### config.mk
export PLATFORM = sky130hd
export DESIGN_NAME = dsp_addr_gen
export DESIGN_NICKNAME = d
export VERILOG_FILES = /design/src/rtl/agen_pkg.sv /design/src/rtl/agen_cfg_regs.sv /design/src/rtl/agen_bitrev.sv /design/src/rtl/agen_index.sv /design/src/rtl/agen_ptr.sv /design/src/rtl/dsp_addr_gen.sv
export SDC_FILE = /design/constraint.sdc
export NUM_CORES = 1
export LEC_CHECK = 0
export ABC_AREA = 0
export BUFFER_PORTS_ARGS = -buffer_cell sky130_fd_sc_hd__clkbuf_2
export CELL_PAD_IN_SITES_DETAIL_PLACEMENT = 2
export CELL_PAD_IN_SITES_GLOBAL_PLACEMENT = 2
export CORE_MARGIN = 10
export CORE_UTILIZATION = 32
export DETAILED_ROUTE_END_ITERATION = 10
export PLACE_DENSITY_LB_ADDON = 0.1
export SYNTH_ARGS = -nofsm -noshare
export SYNTH_HDL_FRONTEND = slang
export SYNTH_SLANG_ARGS = --single-unit
### constraint.sdc
create_clock -name clk -period 4.5 [get_ports clk]
set_clock_uncertainty 0.1 [all_clocks]
set_input_delay 0.45 -clock clk [delete_from_list [all_inputs] [get_ports clk]]
set_output_delay 0.45 -clock clk [all_outputs]
set_load 0.01 [all_outputs]
### src/rtl/agen_pkg.sv
// Shared types for the address generator.
package agen_pkg;
    typedef enum logic [1:0] {
        AG_CIRC   = 2'b00,
        AG_BREV   = 2'b01,
        AG_POST   = 2'b10,
        AG_FREEZE = 2'b11
    } agen_mode_e;
endpackage

### src/rtl/agen_cfg_regs.sv
// Configuration registers: base, length, bit-reverse width, offset, scale.
// Assumes MAXB fits in BITS_W bits. Produces a restart pulse on any
// base or length load, plus the base value that will be in force afterwards.
module agen_cfg_regs #(
    parameter int ADDR_W = 32,
    parameter int IDX_W  = 16,
    parameter int MAXB   = 12,
    parameter int BITS_W = 4
) (
    input  logic              clk,
    input  logic              rst_n,
    input  logic              base_load,
    input  logic [ADDR_W-1:0] base_in,
    input  logic              len_load,
    input  logic [IDX_W-1:0]  len_in,
    input  logic [BITS_W-1:0] bits_in,
    input  logic              ofs_load,
    input  logic [ADDR_W-1:0] ofs_in,
    input  logic [1:0]        scale_in,
    output logic [ADDR_W-1:0] base_q,
    output logic [IDX_W-1:0]  len_q,
    output logic [BITS_W-1:0] bits_q,
    output logic [ADDR_W-1:0] ofs_q,
    output logic [1:0]        scale_q,
    output logic              restart,
    output logic [ADDR_W-1:0] restart_base
);
    localparam logic [BITS_W-1:0] MAXB_V = BITS_W'(MAXB);

    // Restart request and the base that the pointer reloads from.
    always_comb begin
        restart      = base_load | len_load;
        restart_base = base_load ? base_in : base_q;
    end

    // Base register.
    always_ff @(posedge clk) begin
        if (!rst_n)         base_q <= '0;
        else if (base_load) base_q <= base_in;
    end

    // Length and clamped bit-reverse width.
    always_ff @(posedge clk) begin
        if (!rst_n) begin
            len_q  <= '0;
            bits_q <= '0;
        end else if (len_load) begin
            len_q  <= len_in;
            bits_q <= (bits_in > MAXB_V) ? MAXB_V : bits_in;
        end
    end

    // Offset and element-size scale.
    always_ff @(posedge clk) begin
        if (!rst_n) begin
            ofs_q   <= '0;
            scale_q <= '0;
        end else if (ofs_load) begin
            ofs_q   <= ofs_in;
            scale_q <= scale_in;
        end
    end
endmodule

### src/rtl/agen_bitrev.sv
// Mirrors the low `bits` bits of an index. Assumes bits <= MAXB <= IDX_W.
// The full MAXB-bit reversal is shifted right so that only b bits remain.
module agen_bitrev #(
    parameter int IDX_W  = 16,
    parameter int MAXB   = 12,
    parameter int BITS_W = 4
) (
    input  logic [IDX_W-1:0]  idx,
    input  logic [BITS_W-1:0] bits,
    output logic [IDX_W-1:0]  rev
);
    localparam logic [BITS_W-1:0] MAXB_V = BITS_W'(MAXB);

    logic [MAXB-1:0]   full;
    logic [BITS_W-1:0] sh;

    for (genvar g = 0; g < MAXB; g++) begin : g_mirror
        assign full[g] = idx[MAXB-1-g];
    end

    // Drop the reversed bits that lie above the chosen width.
    always_comb begin
        sh  = MAXB_V - bits;
        rev = IDX_W'(full >> sh);
    end
endmodule

### src/rtl/agen_index.sv
// Shared slot counter. Circular mode wraps at length-1 (any length);
// bit-reversed mode wraps modulo 2^bits. Assumes bits <= IDX_W.
module agen_index #(
    parameter int IDX_W  = 16,
    parameter int BITS_W = 4
) (
    input  logic              clk,
    input  logic              rst_n,
    input  logic              restart,
    input  logic              advance,
    input  logic [1:0]        mode,
    input  logic [IDX_W-1:0]  len,
    input  logic [BITS_W-1:0] bits,
    output logic [IDX_W-1:0]  idx_q
);
    import agen_pkg::*;

    logic [IDX_W:0]   inc;
    logic [IDX_W:0]   pow;
    logic [IDX_W-1:0] nxt;

    // Next index for the active mode.
    always_comb begin
        inc = {1'b0, idx_q} + 1'b1;
        pow = {{IDX_W{1'b0}}, 1'b1} << bits;
        unique case (agen_mode_e'(mode))
            AG_CIRC: nxt = (inc >= {1'b0, len}) ? '0 : inc[IDX_W-1:0];
            AG_BREV: nxt = inc[IDX_W-1:0] & IDX_W'(pow - 1'b1);
            default: nxt = idx_q;
        endcase
    end

    // Index register; a restart has priority over a step.
    always_ff @(posedge clk) begin
        if (!rst_n || restart) idx_q <= '0;
        else if (advance)      idx_q <= nxt;
    end
endmodule

### src/rtl/agen_ptr.sv
// Post-increment pointer: moves by offset << scale on each accepted step,
// reloads from the base on restart. Wraps modulo 2^ADDR_W.
module agen_ptr #(
    parameter int ADDR_W = 32
) (
    input  logic              clk,
    input  logic              rst_n,
    input  logic              restart,
    input  logic [ADDR_W-1:0] restart_base,
    input  logic              advance,
    input  logic [ADDR_W-1:0] ofs,
    input  logic [1:0]        scale,
    output logic [ADDR_W-1:0] ptr_q
);
    // Pointer register.
    always_ff @(posedge clk) begin
        if (!rst_n)       ptr_q <= '0;
        else if (restart) ptr_q <= restart_base;
        else if (advance) ptr_q <= ptr_q + (ofs << scale);
    end
endmodule

### src/rtl/dsp_addr_gen.sv
// Address generator top. Combines the configuration registers, the shared
// index, the bit mirror and the pointer. Drives a registered address that
// updates only on accepted steps. Assumes ADDR_W >= IDX_W >= MAXB.
module dsp_addr_gen
    import agen_pkg::*;
#(
    parameter int ADDR_W = 32,
    parameter int IDX_W  = 16,
    parameter int MAXB   = 12,
    localparam int BITS_W = $clog2(MAXB + 1)
) (
    input  logic              clk,
    input  logic              rst_n,
    input  logic [1:0]        mode_sel,
    input  logic              step,
    input  logic              base_load,
    input  logic [ADDR_W-1:0] base_in,
    input  logic              len_load,
    input  logic [IDX_W-1:0]  len_in,
    input  logic [BITS_W-1:0] brev_bits_in,
    input  logic              ofs_load,
    input  logic [ADDR_W-1:0] ofs_in,
    input  logic [1:0]        scale_in,
    output logic [ADDR_W-1:0] addr_out
);
    logic [ADDR_W-1:0] base_q, ofs_q, restart_base, ptr_q;
    logic [IDX_W-1:0]  len_q, idx_q, rev_idx;
    logic [BITS_W-1:0] bits_q;
    logic [1:0]        scale_q;
    logic              restart, take, ptr_adv;
    logic [ADDR_W-1:0] circ_addr, brev_addr;

    agen_cfg_regs #(.ADDR_W(ADDR_W), .IDX_W(IDX_W), .MAXB(MAXB), .BITS_W(BITS_W)) i_cfg (
        .clk(clk), .rst_n(rst_n),
        .base_load(base_load), .base_in(base_in),
        .len_load(len_load), .len_in(len_in), .bits_in(brev_bits_in),
        .ofs_load(ofs_load), .ofs_in(ofs_in), .scale_in(scale_in),
        .base_q(base_q), .len_q(len_q), .bits_q(bits_q),
        .ofs_q(ofs_q), .scale_q(scale_q),
        .restart(restart), .restart_base(restart_base)
    );

    agen_index #(.IDX_W(IDX_W), .BITS_W(BITS_W)) i_idx (
        .clk(clk), .rst_n(rst_n), .restart(restart), .advance(take),
        .mode(mode_sel), .len(len_q), .bits(bits_q), .idx_q(idx_q)
    );

    agen_bitrev #(.IDX_W(IDX_W), .MAXB(MAXB), .BITS_W(BITS_W)) i_rev (
        .idx(idx_q), .bits(bits_q), .rev(rev_idx)
    );

    agen_ptr #(.ADDR_W(ADDR_W)) i_ptr (
        .clk(clk), .rst_n(rst_n), .restart(restart), .restart_base(restart_base),
        .advance(ptr_adv), .ofs(ofs_q), .scale(scale_q), .ptr_q(ptr_q)
    );

    // Step acceptance and per-mode candidate addresses.
    always_comb begin
        take      = step & ~restart;
        ptr_adv   = take & (agen_mode_e'(mode_sel) == AG_POST);
        circ_addr = base_q + (ADDR_W'(idx_q) << scale_q);
        brev_addr = base_q + (ADDR_W'(rev_idx) << scale_q);
    end

    // Registered address output, updated only on an accepted step.
    always_ff @(posedge clk) begin
        if (!rst_n) begin
            addr_out <= '0;
        end else if (take) begin
            unique case (agen_mode_e'(mode_sel))
                AG_CIRC:   addr_out <= circ_addr;
                AG_BREV:   addr_out <= brev_addr;
                AG_POST:   addr_out <= ptr_q;
                AG_FREEZE: addr_out <= addr_out;
            endcase
        end
    end
endmodule

# Word-level counts from Yosys, hierarchy flattened

Cells that the tools add are included.

Add/subtract/negate cells: 6
$lt $le $gt $ge: 2
Equal/unequal tests: 3
Shift operators: 5
Multiplexer cells: 7
Bitwise gates (word level): 6
Reduce and logical (&&, ||, !) cells: 7

Operator list:

| kind                    | number |
|---|---|
| $add A32 B32 Y32        | 3 |
| $mux W32                | 3 |
| $pmux W32 S3            | 1 |
| $shl A16 B2 Y32         | 2 |
| $pmux W16 S2            | 1 |
| $shl A32 B2 Y32         | 1 |
| $add A16 B1 Y17 const B | 1 |
| $ge A17 B16 Y1          | 1 |
| $and A16 B16 Y16        | 1 |
| $mux W16                | 1 |
| $shl A1 B4 Y16 const A  | 1 |
| $shr A12 B4 Y16         | 1 |
| $sub A16 B1 Y16 const B | 1 |
| $eq A2 B2 Y1 const B    | 2 |
| $gt A4 B4 Y1 const B    | 1 |
| $mux W4                 | 1 |
| $reduce_and A2 Y1       | 2 |
| $reduce_bool A2 Y1      | 2 |
| $sub A4 B4 Y4 const A   | 1 |
| $and A1 B1 Y1           | 2 |
| $eq A2 B1 Y1 const B    | 1 |
| $logic_not A2 Y1        | 1 |
| $not A1 Y1              | 2 |
| $logic_not A1 Y1        | 1 |
| other kinds (2)         | 2 |

Register bits: 166
Output and inout bits: 32

# Logic depth before layout (Yosys ltp)

Word-level depth: 6
Mapped depth: 26
Depth with buffers taken out: 24

# Modules after synthesis

Synthesis repeated with hierarchy kept, for this count alone.

Cell total of the unflattened synthesis: 1,456
Area total of the unflattened synthesis: 12,635.9 um2

Modules (own cells, without submodules):

| module        | times used | cells each | area an instance (um2) |
|---|---|---|---|
| agen_ptr      | 1          | 471        | 3,836.2 |
| agen_cfg_regs | 1          | 282        | 3,440.8 |
| dsp_addr_gen  | 1          | 421        | 3,203.1 |
| agen_index    | 1          | 217        | 1,637.8 |
| agen_bitrev   | 1          | 65         | 518.0 |

# Least setup slack after synthesis

No wires, ideal clock.

Kind: register to register
From: reg i_cfg.bits_q[0]
To: reg addr_out[16]
Library setup time: 0.132 ns
Arrival time: 4.491 ns
Data required time: 4.268 ns
Setup slack: -0.223 ns
Cell stages (with the launch flop): 24
Clock period less this slack: 4.723 ns
Cells stage by stage: dfxtp_1 > clkinv_1 > ha_1 > buf_2 > buf_2 > mux2i_1 > nand2_1 > a31o_2 > a21oi_1 > nor2_1 > a21oi_1 > mux2i_1 > mux2_2 > ha_1 > o21a_1 > o31a_1 > o311a_1 > o21a_1 > o21a_1 > o21ai_1 > a21oi_1 > xor2_1 > o221ai_1 > a21oi_1

Cells in the longest elaborated chain, start to end: 5

Ends and longest elaborated chain:

| item                     | line                | text |
|---|---|---|
| start: declaration       | agen_cfg_regs.sv:22 | `output logic [BITS_W-1:0] bits_q,` |
| start signal: assignment | agen_cfg_regs.sv:49 | `bits_q <= (bits_in > MAXB_V) ? MAXB_V : bits_in;` |
| $sub A4 B4 Y4            | agen_bitrev.sv:23   | `sh = MAXB_V - bits;` |
| $shr A12 B4 Y16          | agen_bitrev.sv:24   | `rev = IDX_W'(full >> sh);` |
| $shl A16 B2 Y32          | dsp_addr_gen.sv:62  | `brev_addr = base_q + (ADDR_W'(rev_idx) << scale_q);` |
| $add A32 B32 Y32         | dsp_addr_gen.sv:62  |  |
| $pmux W32 S3             | dsp_addr_gen.sv:70  | `unique case (agen_mode_e'(mode_sel))` |
| end signal: assignment   | dsp_addr_gen.sv:71  | `AG_CIRC: addr_out <= circ_addr;` |
| end signal: assignment   | dsp_addr_gen.sv:72  | `AG_BREV: addr_out <= brev_addr;` |
| end signal: assignment   | dsp_addr_gen.sv:73  | `AG_POST: addr_out <= ptr_q;` |
| end: declaration         | dsp_addr_gen.sv:24  | `output logic [ADDR_W-1:0] addr_out` |

No other way between the ends.
A chain may end at the register's enable or synchronous reset.

# Worst setup path in the final report

From: reg i_cfg.bits_q[0]
To: reg addr_out[21]

The elaborated chain is that of the path after synthesis.

==> metrics.txt <==
status finished with violations; failing checks negative setup slack; Setup crit end kind flop; clock tree buffer depth 2; sequential area share after synthesis 27.8%; critical path class flop to flop; pin count of the biggest net entering global routing 77; Starting DRT DRC Count just under 700; Port Buffers roughly 130; final setup violating endpoints 9; Clock Sinks 166; Total Power 4.13 mW; GRT Util Overall a little over a fifth; Post-synth ARST share 0%; Synth-to-Final Area Change 22.4%; Max IR drop VDD 221 uV; setup tns final -505 ps; Ys Warns 0; worst min path class primary input to flop; final period utilization 103%; Synth top area share ~28%; Die Area 0.0454 sq mm; Starting Density 32.5%; Avg Inst Size Synth slightly above 8 sq um; synthesized flop and latch total 166; WP data required ~4800 ps; final WL just under 50000 um; Int Power 2.81 mW; drt first pass iters 5; DR vias 11772; Worst setup SP type flop; syn nets 1646; n_diodes 0; Worst-path clk slew 80 ps; final core utilization roughly two fifths; top post-synthesis cells by area dfxtp_1 (28%), mux2i_1 (8.7%), ha_1 (7.8%), nor2_1 (6.4%), mux4_2 (5.5%); max_slew headroom 24.1%; setup ws final -115 ps; Nets approximately 1800; max cap viols 0; sw power 1.32 mW; Root Buffer clkbuf_16; DRT antenna net count 0; leading area contributor after synthesis dfxtp_1; # rows 70; clock power share 39.1%; sw frac a little under a third; clock latency on the worst-skew pair 460 ps; Via-to-Cell Ratio 5.59; DIE WIDTH roughly 210 um; vias in the first global route 12448; RSZ-0062 raised after global routing true; Die Y about 210 um; CTS Buf Count 17; Achievable Freq 0.217 GHz; PwrDens about 280 mW/mm^2; Pleak 6.28 nW; RePlAce Congestion 0.840; Max Slew Vio Count 0; min Tclk post-route 4620 ps; H-Tree Depth 4; CTS tree done; Critical Path Fanout Max 7; pre-CTS setup slack -463 ps; Reg power frac 39.7%; # IOs ~130; CP arrival 4880 ps; Top FF cell, synth dfxtp_1; post-DP HPWL 36400 um; mapped cell area 0.0119 sq mm; Post-synth EDFFs 0; WHS 136 ps; Mapped Cells 1476; Wirelength per Cell 23.0 um; layout cells sized above 1 between 20% and 30%; antenna violations before repair 0; Worst Max-Slew Pin Slew ~1100 ps; Hold Fails Final Rpt 0; cts hold-fix bufs 0; GRT overflow 0; first-pass GRT wire length 74000 um; Synth cell types 78; Comb power frac 21.2%; detailed-route DRC error count 0; core area 0.0367 sq mm
## area by class of cell
| type | count | area (sq um) |
|---|---|---|
| Fill cell | 4171 | 22100 |
| Multi-Input combinational cell | 1173 | 8480 |
| Sequential cell | 166 | 3330 |
| Timing Repair Buffer | 230 | 1460 |
| Tap cell | 468 | 586 |
| Clock buffer | 19 | 443 |
| Clock inverter | 13 | 171 |
| Inverter | 36 | 143 |
## metrics by stage
stage               area [sq um]  cells
floorplan                  11900   1476
global placement           13400   2058
detailed placement         13400   2058
CTS                        14400   2102
global route               14600   2105
finish                     14600   2105
## cell usage in the layout, fill, tap and decap left out, types with 9 or more instances in the layout
master	synthesis	final
a211oi_1	22	17
a21o_1	26	26
a21oi_1	123	113
a21oi_2	2	11
a31oi_1	15	13
a32oi_1	11	11
and3_1	13	13
buf_4	2	99
clkbuf_16	0	17
clkbuf_2	0	125
dfxtp_1	166	162
ha_1	74	66
inv_1	35	32
mux2i_1	104	98
mux4_2	29	29
nand2_1	170	166
nand2b_1	13	13
nand3_1	43	39
nand4_1	11	11
nor2_1	203	199
nor2b_1	12	9
nor3_1	12	11
o211ai_1	11	11
o21ai_0	72	64
o221ai_1	17	16
xnor2_1	44	39
xor2_1	28	28
## state kept, by name, indices dropped and copies added, names as in the netlist
name,flops
i_cfg.len_q,16
i_cfg.base_q,32
i_cfg.bits_q,4
i_cfg.scale_q,2
i_cfg.ofs_q,32
i_idx.idx_q,16
addr_out,32
i_ptr.ptr_q,32
## worst max-delay path: stages (launching register included)
cell and delay, ps:
dfxtp_2 360, clkinv_4 60, ha_4 330, buf_8 160
mux2i_4 230, nand2_1 70, a31o_2 240, a21oi_2 170
nor2_2 70, a21oi_2 150, mux2i_1 130, buf_4 190
mux2_4 270, ha_4 280, buf_6 90, o21a_1 140
nand4_1 190, a31oi_2 230, nand3_2 150, a31oi_4 210
buf_12 150, nand3_2 100, xnor2_2 190, nor2_1 60
o31ai_1 210
## worst paths after layout
path                                                    from                           to  slack [ps]  cells past startpoint
worst max-delay path            i_cfg.bits_q[0]$_SDFFE_PN0P_    addr_out[21]$_SDFFE_PN0P_        -120                     24
worst min-delay path                               ofs_in[1]  i_cfg.ofs_q[1]$_SDFFE_PN0P_         140                      3
worst max register to register  i_cfg.bits_q[0]$_SDFFE_PN0P_    addr_out[21]$_SDFFE_PN0P_        -120                     24
worst min register to register     addr_out[16]$_SDFFE_PN0P_    addr_out[16]$_SDFFE_PN0P_         360                      2
## logic make-up after synthesis
logic type / synth area share (%)
compound gates: 21.0
xor+xnor: 5.28
simple gates: 18.5
buf+inv: 4.53
flops: 27.8
mux: 14.8
fa+ha+maj: 8.09
## routing by layer
layer	GRT usage, %	routed length, um	up-vias
li1	-	-	5623
met1	27.6	22500	5947
met2	35.3	23500	172
met3	3.77	1860	30
met4	4.13	535	0
met5	0	0	-
## Yosys cell counts, drive strengths merged (12+ instances only)
cell type,number
nand3,43
o221ai,17
o21ai,80
ha,74
and3,14
buf,24
inv,35
clkbuf,77
a21o,26
nor2,204
a211oi,23
nor2b,12
mux2i,104
nand2b,13
a31oi,18
mux4,29
a21oi,125
nor3,12
dfxtp,166
xor2,28
nand2,171
xnor2,44
## power by group through the flow
stage          registers [mW]  logic (mW)  clock network [mW]
2_1_floorplan            1.62       0.572                   0
3_3_place_gp             1.67       0.812                   0
3_5_place_dp             1.67       0.835                   0
6_report                 1.64       0.877                1.61
5_1_grt                  1.65       0.967                1.73
4_1_cts                  1.64       0.861                1.65
## timing repair
| action | in CTS | in global routing |
|---|---|---|
| setup buffers | 12 | 4 |
| resized for setup | 48 | 47 |
| pin swaps | 31 | 38 |
| setup endpoints to repair | 20 | 23 |
No activity file was read; power rests on OpenSTA's default activity.
